===== src/rtl/sys_err_aggr.sv =====
module sys_err_aggr #(
  parameter int NEVT = 7,
  parameter int DW   = 8
) (
  input  logic          clk,
  input  logic          rst_n,
  input  logic          reg_we,
  input  logic [1:0]    reg_addr,
  input  logic [DW-1:0] reg_wdata,
  output logic [DW-1:0] reg_rdata,
  input  logic [NEVT-1:0] evt,
  input  logic          dn_err_n,
  output logic          up_err_n
);
  localparam int NDIS = NEVT - 1;

  logic            en, fwd_en, mto_en;
  logic [NDIS-1:0] dis;
  logic [NEVT-1:0] rsn;
  logic            sig, rcv;
  logic [NEVT-1:0] qual;
  logic            fwd, fire;

  assign qual = {evt[NEVT-1] & mto_en, evt[NDIS-1:0] & ~dis} & {NEVT{en}};
  assign fwd  = en & fwd_en & ~dn_err_n;
  assign fire = |qual | fwd;

  wire wr_ctl = reg_we && reg_addr == 2'd0;
  wire wr_dis = reg_we && reg_addr == 2'd1;
  wire wr_rsn = reg_we && reg_addr == 2'd2;
  wire wr_sts = reg_we && reg_addr == 2'd3;

  always_ff @(posedge clk) begin
    if (!rst_n) begin
      en <= 1'b0; fwd_en <= 1'b0; mto_en <= 1'b0;
      dis <= '0; rsn <= '0; sig <= 1'b0; rcv <= 1'b0;
      up_err_n <= 1'b1;
    end else begin
      if (wr_ctl) {mto_en, fwd_en, en} <= reg_wdata[2:0];
      if (wr_dis) dis <= reg_wdata[NDIS-1:0];
      rsn <= (rsn & ~(wr_rsn ? reg_wdata[NEVT-1:0] : '0)) | qual;
      sig <= (sig & ~(wr_sts & reg_wdata[0])) | fire;
      rcv <= (rcv & ~(wr_sts & reg_wdata[1])) | fwd;
      up_err_n <= ~fire;
    end
  end

  always_comb begin
    reg_rdata = '0;
    unique case (reg_addr)
      2'd0: reg_rdata[2:0] = {mto_en, fwd_en, en};
      2'd1: reg_rdata[NDIS-1:0] = dis;
      2'd2: reg_rdata[NEVT-1:0] = rsn;
      2'd3: reg_rdata[1:0] = {rcv, sig};
    endcase
  end
endmodule



===== config.mk =====
export PLATFORM = sky130hd
export DESIGN_NAME = sys_err_aggr
export DESIGN_NICKNAME = d
export VERILOG_FILES = /design/src/rtl/sys_err_aggr.sv
export SDC_FILE = /design/constraint.sdc
export NUM_CORES = 1
export LEC_CHECK = 0
export BUFFER_PORTS_ARGS = -buffer_cell sky130_fd_sc_hd__buf_2
export CAP_MARGIN = 20
export CELL_PAD_IN_SITES_DETAIL_PLACEMENT = 1
export CELL_PAD_IN_SITES_GLOBAL_PLACEMENT = 1
export CORE_UTILIZATION = 37
export CTS_CLUSTER_SIZE = 20
export DETAILED_ROUTE_END_ITERATION = 8
export GPL_TIMING_DRIVEN = 0
export HOLD_SLACK_MARGIN = 0.06
export PLACE_DENSITY = 0.84
export SLEW_MARGIN = 5
export SYNTH_ARGS = -nofsm -noshare
export SYNTH_HDL_FRONTEND = slang
export SYNTH_SLANG_ARGS = --single-unit

===== constraint.sdc =====
create_clock -name clk -period 1.41 [get_ports clk]
set_input_delay 0.0705 -clock clk [delete_from_list [all_inputs] [get_ports clk]]
set_output_delay 0.0705 -clock clk [all_outputs]
set_load 0.02 [all_outputs]

==> flow_summary.toml, run 1 <==
[finish]
antenna_cells = 0
multiInputGateArea_sq_um = 594
layout_commonest_cell = "buf_2"
final_cell_mix = "buf_2 (26), nand2_1 (20), dfxtp_1 (17)"
nNetsFinal = 183
fin_area_sq_um = 1300
final.fill_count = 327
drive_gt1_frac = 0.277
layout-area-overhead-vs-synth_pct = 25.5
final_util = 0.506
seq_area_sq_um = 383

[clock_network]
cts_buffers = 3
cts_tree = "built"
clock-sinks = 19
clockRootBuffer = "clkbuf_4"
clkTransAtPathRegs_ns = 0.11
clock_path_buffers = 2
cts_setup_buffers = 0
htreeDepth = 1
clock_latency_ns = 0.30

[placed_design]
finalWeightedCongestion = 0.752
preCtsSetupSlack_ns = -0.0569
placed_area_sq_um = 1200
port_buffers = 26
dpl.hpwl_um = 2170

[floorplan]
dieWidth_um = 54.9
core_sq_um = 2570
initial_utilization = 0.404
io_pins = 30
num_rows = 18
die_height_um = 54.9
dieArea_sq_um = 3020

[synth]
synth_cell_types = 29
yosysTopAreaCell = "dfxtp_1"
synth_area_leaders = "dfxtp_1 (37%), nor2b_1 (7.9%), ha_1 (7.2%), nand2_1 (7.2%), a22oi_1 (6.5%)"
synth-seq-area-share = 0.367
yosysWarnings = 0
postSynthAreaPerCell_sq_um = 8.71
synth_cells = 119
syn_area_sq_um = 1040
synth_nets = 146
synth_seq_cells = 19
netlist.area_leader.share = 0.367

[status]
run_status = "completed"

[routing]
antenna_left = 0
vias = 1009
wl_per_cell_um = 15.9
drtIter0Drc = 34
viasPerCell = 5.45
drt_first_pass_iters = 4
drc = 0
routed_wl_um = 2940

[timing]
hold_ws_ns = 0.0869
layout_setup_ws_ns = 0.0426
setup-violations-final = 0
period_needed_ns = 1.37
hold_violations = 0
clock.fmax_ghz = 0.731
slew_viol_final = 0
fin_crit_sh = 0.970
skew_ns = 0.00182
rsz0062_at_grt = "true"

[grt]
grt_pass1_wl_um = 4900
grt_overflow = 0
antenna_found_initial = 0
grt_max_degree = 11
grt_usage = 0.237
grt_pass1_vias = 1042

[worst_setup_path]
cp_data_required_time_ns = 1.34
reg2reg_depth = 4
startpoint_type = "flop"
crit_fanout = 3
r2r-start = "dis[4]$_SDFFE_PN0P_"
cp-end-kind = "primary output"
crit_arrival_ns = 1.30
rrSetupSlack_ns = 0.08
worstSetupPathType = "flop to primary output"
r2r_end = "sig$_SDFF_PN0_"

[job]
drv_cap = 0

[hold_path]
whs_path_depth = 4
hp-class = "primary input to flop"
worstHoldStart = "reg_wdata[6]"
hold_end = "rsn[6]$_SDFF_PN0_"

[power_and_ir_drop]
leakage_nw = 0.522
ir_drop_mv = 0.540
powerDensity_nw_per_um2 = 794
## how the worst max path moves through the flow
stage                   startpoint                 to  cells past startpoint
3_5_place_dp           reg_addr[0]  rsn[5]$_SDFF_PN0_                      8
3_3_place_gp           reg_addr[0]  rsn[2]$_SDFF_PN0_                      8
6_report       dis[1]$_SDFFE_PN0P_       reg_rdata[1]                      3
5_1_grt        dis[0]$_SDFFE_PN0P_       reg_rdata[0]                      3
4_1_cts                reg_addr[1]       reg_rdata[0]                      7
2_1_floorplan          reg_addr[1]       reg_rdata[0]                      5
## sequential cells by signal, summed over array words and instances, names as in the netlist
signal    flops
mto_en        1
up_err_n      1
rcv           1
en            1
dis           6
rsn           7
sig           1
fwd_en        1
## power by group
part,total (mW),internal (mW),switching (mW)
sequential,0.560,0.551,0.00940
clock,0.289,0.110,0.179
combinational,0.182,0.0868,0.0955
total,1.03,0.748,0.284
## cells by family after synthesis
kind of cell,count (synthesis),share of synthesized area
and+or+nand+nor,55,0.285
AOI/OAI and AO/OA,25,0.191
DFF,19,0.367
buffers and inverters,11,0.0616
adders and majority gates,6,0.0725
muxes,2,0.0193
other,1,0.00362
## layer usage
layer / share of wire / GRT usage / vias to the layer above
li1: - / - / 484
met1: 0.46 / 0.290 / 483
met4: 0.012 / 0.0875 / 0
met5: 0 / 0 / -
met3: 0.055 / 0.0246 / 4
met2: 0.47 / 0.424 / 38
## worst max-delay path, cell delays in order, from the launching register on
cell,delay [ns]
dfxtp_1,0.36
a222oi_1,0.34
mux2i_1,0.12
buf_2,0.17
## cell usage after synthesis
cell type,number
clkbuf_2,1
nor2b_2,1
a31o_1,1
nor4_2,1
nand3_1,11
nor2b_4,1
buf_4,1
and2b_2,1
dfxtp_1,19
a222oi_1,3
nor2_1,2
inv_1,4
a21boi_1,4
conb_1,1
a31oi_1,1
nand2_1,20
mux2i_1,2
ha_1,6
and2_1,2
a2bb2oi_1,2
nor2b_1,13
a22oi_1,9
nand2b_1,1
a21boi_0,5
buf_6,2
and2b_1,1
buf_2,2
nand4_1,1
clkbuf_1,1
## area by class of cell
cell class | count | area share
flip-flops and latches | 19 | 0.295
plain buffers | 7 | 0.0395
repair buffers | 32 | 0.148
inverters | 4 | 0.0115
well taps | 30 | 0.0289
clock buffers | 4 | 0.0202
multi-input cells | 89 | 0.457
## through the flow
stage / instances / setup TNS [ns] / total power, mW
2_1_floorplan: 119 / 0 / 0.671
3_3_place_gp: 175 / 0 / 0.733
3_5_place_dp: 175 / -0.352 / 0.739
4_1_cts: 185 / 0 / 1.04
5_1_grt: 185 / -0.00785 / 1.07
6_report: 185 / 0 / 1.03
## repair_timing
action / in CTS / in global routing
endpoints found under the hold margin: 9 / 0
setup endpoints to repair: 1 / 3
hold buffers: 6 / 0
pin swaps: 0 / 1
resized for setup: 1 / 5
No activity file was read; power rests on OpenSTA's default activity.
==> run 2: changes to the inputs <==
--- a/config.mk
+++ b/config.mk
@@ -9,12 +9,13 @@
 export CAP_MARGIN = 20
 export CELL_PAD_IN_SITES_DETAIL_PLACEMENT = 1
 export CELL_PAD_IN_SITES_GLOBAL_PLACEMENT = 1
-export CORE_UTILIZATION = 37
+export CORE_UTILIZATION = 39
+export CTS_BUF_LIST = sky130_fd_sc_hd__clkbuf_4
 export CTS_CLUSTER_SIZE = 20
 export DETAILED_ROUTE_END_ITERATION = 8
 export GPL_TIMING_DRIVEN = 0
 export HOLD_SLACK_MARGIN = 0.06
-export PLACE_DENSITY = 0.84
+export PLACE_DENSITY = 0.87
 export SLEW_MARGIN = 5
 export SYNTH_ARGS = -nofsm -noshare
 export SYNTH_HDL_FRONTEND = slang
==> run 2 against run 1 <==
Effect of this change:
- the flow now finishes with violations (setup timing)
- first-iteration DRC count decreased by 12%
- setup slack got worse by 0.052 ns
- sequential share of layout area decreased by 0.62 points
- clock power increased by 3%
- non-clock buffer count increased by 1
- wire length increased by 1.5%
- critical path type unchanged
- largest power group unchanged
- highest routed layer unchanged
==> flow_summary.toml, run 2 (same netlist as run 1, synthesis figures left out) <==
[clock_network]
cts_buffers = 3
clock-sinks = 19
clockRootBuffer = "clkbuf_4"
clock_path_buffers = 2
clock_latency_ns = 0.32
htreeDepth = 1
cts_tree = "built"
clkTransAtPathRegs_ns = 0.13

[power_and_ir_drop]
leakage_nw = 0.531
ir_drop_mv = 0.725
powerDensity_nw_per_um2 = 793

[routing]
drt_first_pass_iters = 4
antenna_left = 0
viasPerCell = 5.38
drc = 0
wl_per_cell_um = 16.0
drtIter0Drc = 30
routed_wl_um = 2980
vias = 1000

[floorplan]
dieArea_sq_um = 2870
num_rows = 18
core_sq_um = 2500
die_height_um = 53.5
initial_utilization = 0.414
dieWidth_um = 53.5
io_pins = 30

[worst_setup_path]
cp-end-kind = "primary output"
r2r_end = "sig$_SDFF_PN0_"
worstSetupPathType = "flop to primary output"
reg2reg_depth = 5
crit_start = "dis[0]$_SDFFE_PN0P_"
cpMaxStageDelayCell = "a222oi_1"
cp_cell_sequence = "a222oi_1 > mux2i_1 > buf_4"
max_stage_delay_ns = 0.36
crit_arrival_ns = 1.35
cp_num_buf_inv = 1
worstSetupEndpoint = "reg_rdata[0]"
path_depth = 3
rrSetupSlack_ns = 0.14
cp_data_required_time_ns = 1.34
startpoint_type = "flop"
crit_fanout = 2
crit_family = "compound AO/OA/AOI/OAI gates"
r2r-start = "dis[0]$_SDFFE_PN0P_"

[grt]
grt_use_met1 = 0.275
globalRouteMet2Util = 0.413
grt_max_degree = 12
gr-usage-met3 = 0.0452
grt_usage = 0.236
grt_pass1_wl_um = 4700
globalRoute.busiestLayer = "met2"
grt_overflow = 0
grt_pass1_vias = 1046
antenna_found_initial = 0

[timing]
slew_viol_final = 0
skew_ns = 0.0125
rsz0062_at_grt = "true"
hold_violations = 0
fin_crit_sh = 1.01
period_needed_ns = 1.42
layout_setup_ws_ns = -0.00913
setup-violations-final = 1
clock.fmax_ghz = 0.705

[finish]
final_cells = 186
regMostFlops = "rsn"
largestRegisters = "rsn: 7 flops, dis: 6 flops"
layout-area-overhead-vs-synth_pct = 27.8
layout_commonest_cell = "buf_2"
antenna_cells = 0
largest_reg_flops = 7
final.fill_count = 323
final_util = 0.530
drive_gt1_frac = 0.288
nNetsFinal = 184
final_cell_mix = "buf_2 (26), nand2_1 (20), dfxtp_1 (18)"

[placed_design]
port_buffers = 26
finalWeightedCongestion = 0.767
dpl.hpwl_um = 2270
placedCellCount = 175

[job]
drv_cap = 0

[status]
run_status = "complete, but fails checks"
failed_checks = "setup timing"

[hold_path]
hp-class = "primary input to flop"
run 2: cell count changes in the layout (fill, tap and decap cells not counted), sizes merged:
cell    change
buf         +1
clkbuf      -1
clkinv      +1
run 2: area by class of cell:
class | instances | area (sq um) | area share
plain buffers | 7 | 55.1 | 0.0416
flip-flops and latches | 19 | 382 | 0.288
repair buffers | 33 | 200 | 0.151
clock buffers | 3 | 22.5 | 0.0170
clock inverters | 1 | 5.00 | 0.00378
multi-input cells | 89 | 607 | 0.458
well taps | 30 | 37.5 | 0.0284
inverters | 4 | 15.0 | 0.0113
run 2: metal layers:
layer	part of all wire	vias up
met1	0.45	475
met5	0	-
li1	-	490
met4	0.012	0
met2	0.50	31
met3	0.039	4
run 2: timing repair:
action                                 CTS  global route
setup buffers                            1             0
pin swaps                                1             1
resized for setup                        5             3
setup endpoints to repair                2             1
endpoints found under the hold margin    9             0
hold buffers                             6             0
run 2: worst min-delay path by stage:
stage,start,end,depth (start not counted)
after floorplan,reg_wdata[0],en$_SDFFE_PN0P_,2
after global placement,reg_wdata[5],dis[5]$_SDFFE_PN0P_,3
after detailed placement,reg_wdata[4],dis[4]$_SDFFE_PN0P_,3
after CTS,reg_wdata[6],rsn[6]$_SDFF_PN0_,4
after global routing,reg_wdata[6],rsn[6]$_SDFF_PN0_,4
final,reg_wdata[6],rsn[6]$_SDFF_PN0_,4
run 2: power by group:
group	leakage (nW)	switching (mW)	internal [mW]	total, mW
Combinational	0.358	0.0996	0.0908	0.190
Sequential	0.154	0.00937	0.551	0.560
Clock	0.0177	0.193	0.106	0.299
run 2: per-stage QoR:
stage | instance area [sq um] | hold WS [ns] | total power, mW | worst slack, ns | setup TNS [ns]
2_1_floorplan | 1040 | 0.217 | 0.671 | 0.316 | 0
3_3_place_gp | 1200 | 0.346 | 0.732 | 0.00180 | 0
3_5_place_dp | 1200 | 0.363 | 0.741 | -0.109 | -0.618
4_1_cts | 1310 | 0.0752 | 1.05 | -0.0268 | -0.0268
5_1_grt | 1320 | 0.0807 | 1.10 | -0.0590 | -0.0590
6_report | 1320 | 0.0735 | 1.05 | -0.00913 | -0.00913
run 2: worst register-to-register path, cell delays in order, from the launching register on:
cell	delay (ns)
dfxtp_2	0.35
buf_4	0.11
nor2b_2	0.04
nor4_2	0.27
nand4_1	0.17
a31o_1	0.25
==> run 3: changes to the inputs <==
==> constraint.sdc (replaced) <==
create_clock -name clk -period 1.41 [get_ports clk]
set_input_delay 0.141 -clock clk [delete_from_list [all_inputs] [get_ports clk]]
set_output_delay 0.141 -clock clk [all_outputs]
set_load 0.02 [all_outputs]
==> run 3 against run 2 <==
Effect of this change:
- the run still ends with setup timing left
- largest power group unchanged
- fmax down 4.8%
- largest cell class unchanged
- sequential power about the same
- register-to-register slack barely moved
- combinational power down 3%
==> flow_summary.toml, run 3 (same netlist as run 1, synthesis figures left out) <==
[placed_design]
dpl.hpwl_um = 2270
port_buffers = 26
finalWeightedCongestion = 0.767

[finish]
largest_reg_flops = 7
largestRegisters = "rsn: 7 flops, dis: 6 flops"
final_cell_mix = "buf_2 (24), nand2_1 (20), dfxtp_1 (17)"
nNetsFinal = 179
regMostFlops = "rsn"
layout-area-overhead-vs-synth_pct = 23.8
drive_gt1_frac = 0.318
final_util = 0.513
layout_commonest_cell = "buf_2"
final.fill_count = 316
antenna_cells = 0

[grt]
grt_max_degree = 12
grt_pass1_wl_um = 4820
antenna_found_initial = 0
grt_usage = 0.242
grt_overflow = 0
grt_pass1_vias = 1033

[hold_path]
hp-class = "primary input to flop"

[routing]
wl_per_cell_um = 16.7
routed_wl_um = 3030
viasPerCell = 5.48
antenna_left = 0
drtIter0Drc = 29
drt_first_pass_iters = 4
drc = 0
vias = 991

[timing]
clock.fmax_ghz = 0.671
slew_viol_final = 0
skew_ns = 0.0160
hold_violations = 0
fin_crit_sh = 1.06
rsz0062_at_grt = "true"
period_needed_ns = 1.49
layout_setup_ws_ns = -0.0803
setup-violations-final = 1

[clock_network]
clock-sinks = 19
clkTransAtPathRegs_ns = 0.13
cts_buffers = 3
htreeDepth = 1
hold_buffers = 0
clock_path_buffers = 2
clock_latency_ns = 0.32
clockRootBuffer = "clkbuf_4"
cts_tree = "built"

[worst_setup_path]
startpoint_type = "flop"
crit_family = "flip-flops"
cp_data_required_time_ns = 1.27
crit_fanout = 2
crit_arrival_ns = 1.35
cp_cell_sequence = "a222oi_1 > mux2i_1 > buf_4"
worstSetupPathType = "flop to primary output"
cp_num_buf_inv = 1
cpMaxStageDelayCell = "dfxtp_2"
cp-end-kind = "primary output"
max_stage_delay_ns = 0.35

[floorplan]
dieWidth_um = 53.5
initial_utilization = 0.414
die_height_um = 53.5
dieArea_sq_um = 2870
core_sq_um = 2500
io_pins = 30
num_rows = 18

[power_and_ir_drop]
ir_drop_mv = 0.719
powerDensity_nw_per_um2 = 817
leakage_nw = 0.511
total_power_mw = 1.05

[job]
drv_cap = 0

[status]
run_status = "complete, but fails checks"
failed_checks = "setup timing"
run 3: cell count changes in the layout (fill, tap and decap cells not counted), sizes merged:
cell         delta
buf             +1
dlygate4sd3     -6
run 3: metrics by stage:
stage / area (sq um) / instances / setup slack [ns] / hold slack, ns / setup TNS (ns)
finish: 1280 / 181 / -0.0803 / 0.0793 / -0.0803
floorplan: 1040 / 119 / 0.175 / 0.287 / 0
detailed placement: 1200 / 175 / -0.250 / 0.433 / -1.45
CTS: 1270 / 181 / -0.0973 / 0.0808 / -0.0979
global route: 1280 / 181 / -0.116 / 0.0977 / -0.125
global placement: 1200 / 175 / -0.139 / 0.416 / -0.533
run 3: worst register-to-register path, delay by kind of cell (launching register included):
kind            cells  cell delay [ns]
buf+inv             1             0.11
compound gates      1             0.25
flops               1             0.36
simple gates        3             0.48
run 3: worst paths after layout:
check,from,end,slack (ns),cells after the start
min reg2reg,fwd_en$_SDFFE_PN0P_,fwd_en$_SDFFE_PN0P_,0.50,2
max reg2reg,dis[0]$_SDFFE_PN0P_,sig$_SDFF_PN0_,0.13,5
max,dis[0]$_SDFFE_PN0P_,reg_rdata[0],-0.08,3
min,reg_wdata[2],mto_en$_SDFFE_PN0P_,0.08,3
run 3: area by class of cell:
type,count,area [sq um],share of cell area
multi-input cells,89,609,0.475
flip-flops and latches,19,383,0.299
repair buffers,28,153,0.119
plain buffers,7,55.1,0.0429
well taps,30,37.5,0.0293
clock buffers,3,22.5,0.0176
inverters,4,17.5,0.0137
clock inverters,1,5.00,0.00390
run 3: repair_timing:
action | 4_1_cts | 5_1_grt
gates cloned | 0 | 0
buffers inserted | 2 | 0
gates resized for setup | 10 | 3
pin swaps | 2 | 2
endpoints found under the setup margin | 4 | 2
run 3: per-layer routing:
metal  routed length [um]  track usage  vias up
met2                 1520        0.429       35
li1                     -            -      480
met1                 1320        0.289      472
met3                  153       0.0395        4
met5                    0            0        -
met4                   39       0.0965        0
run 3: where the power goes:
part           total [mW]  internal (mW)  switching [mW]
Clock               0.303          0.106           0.197
Sequential          0.560          0.551         0.00876
Combinational       0.185         0.0838           0.101
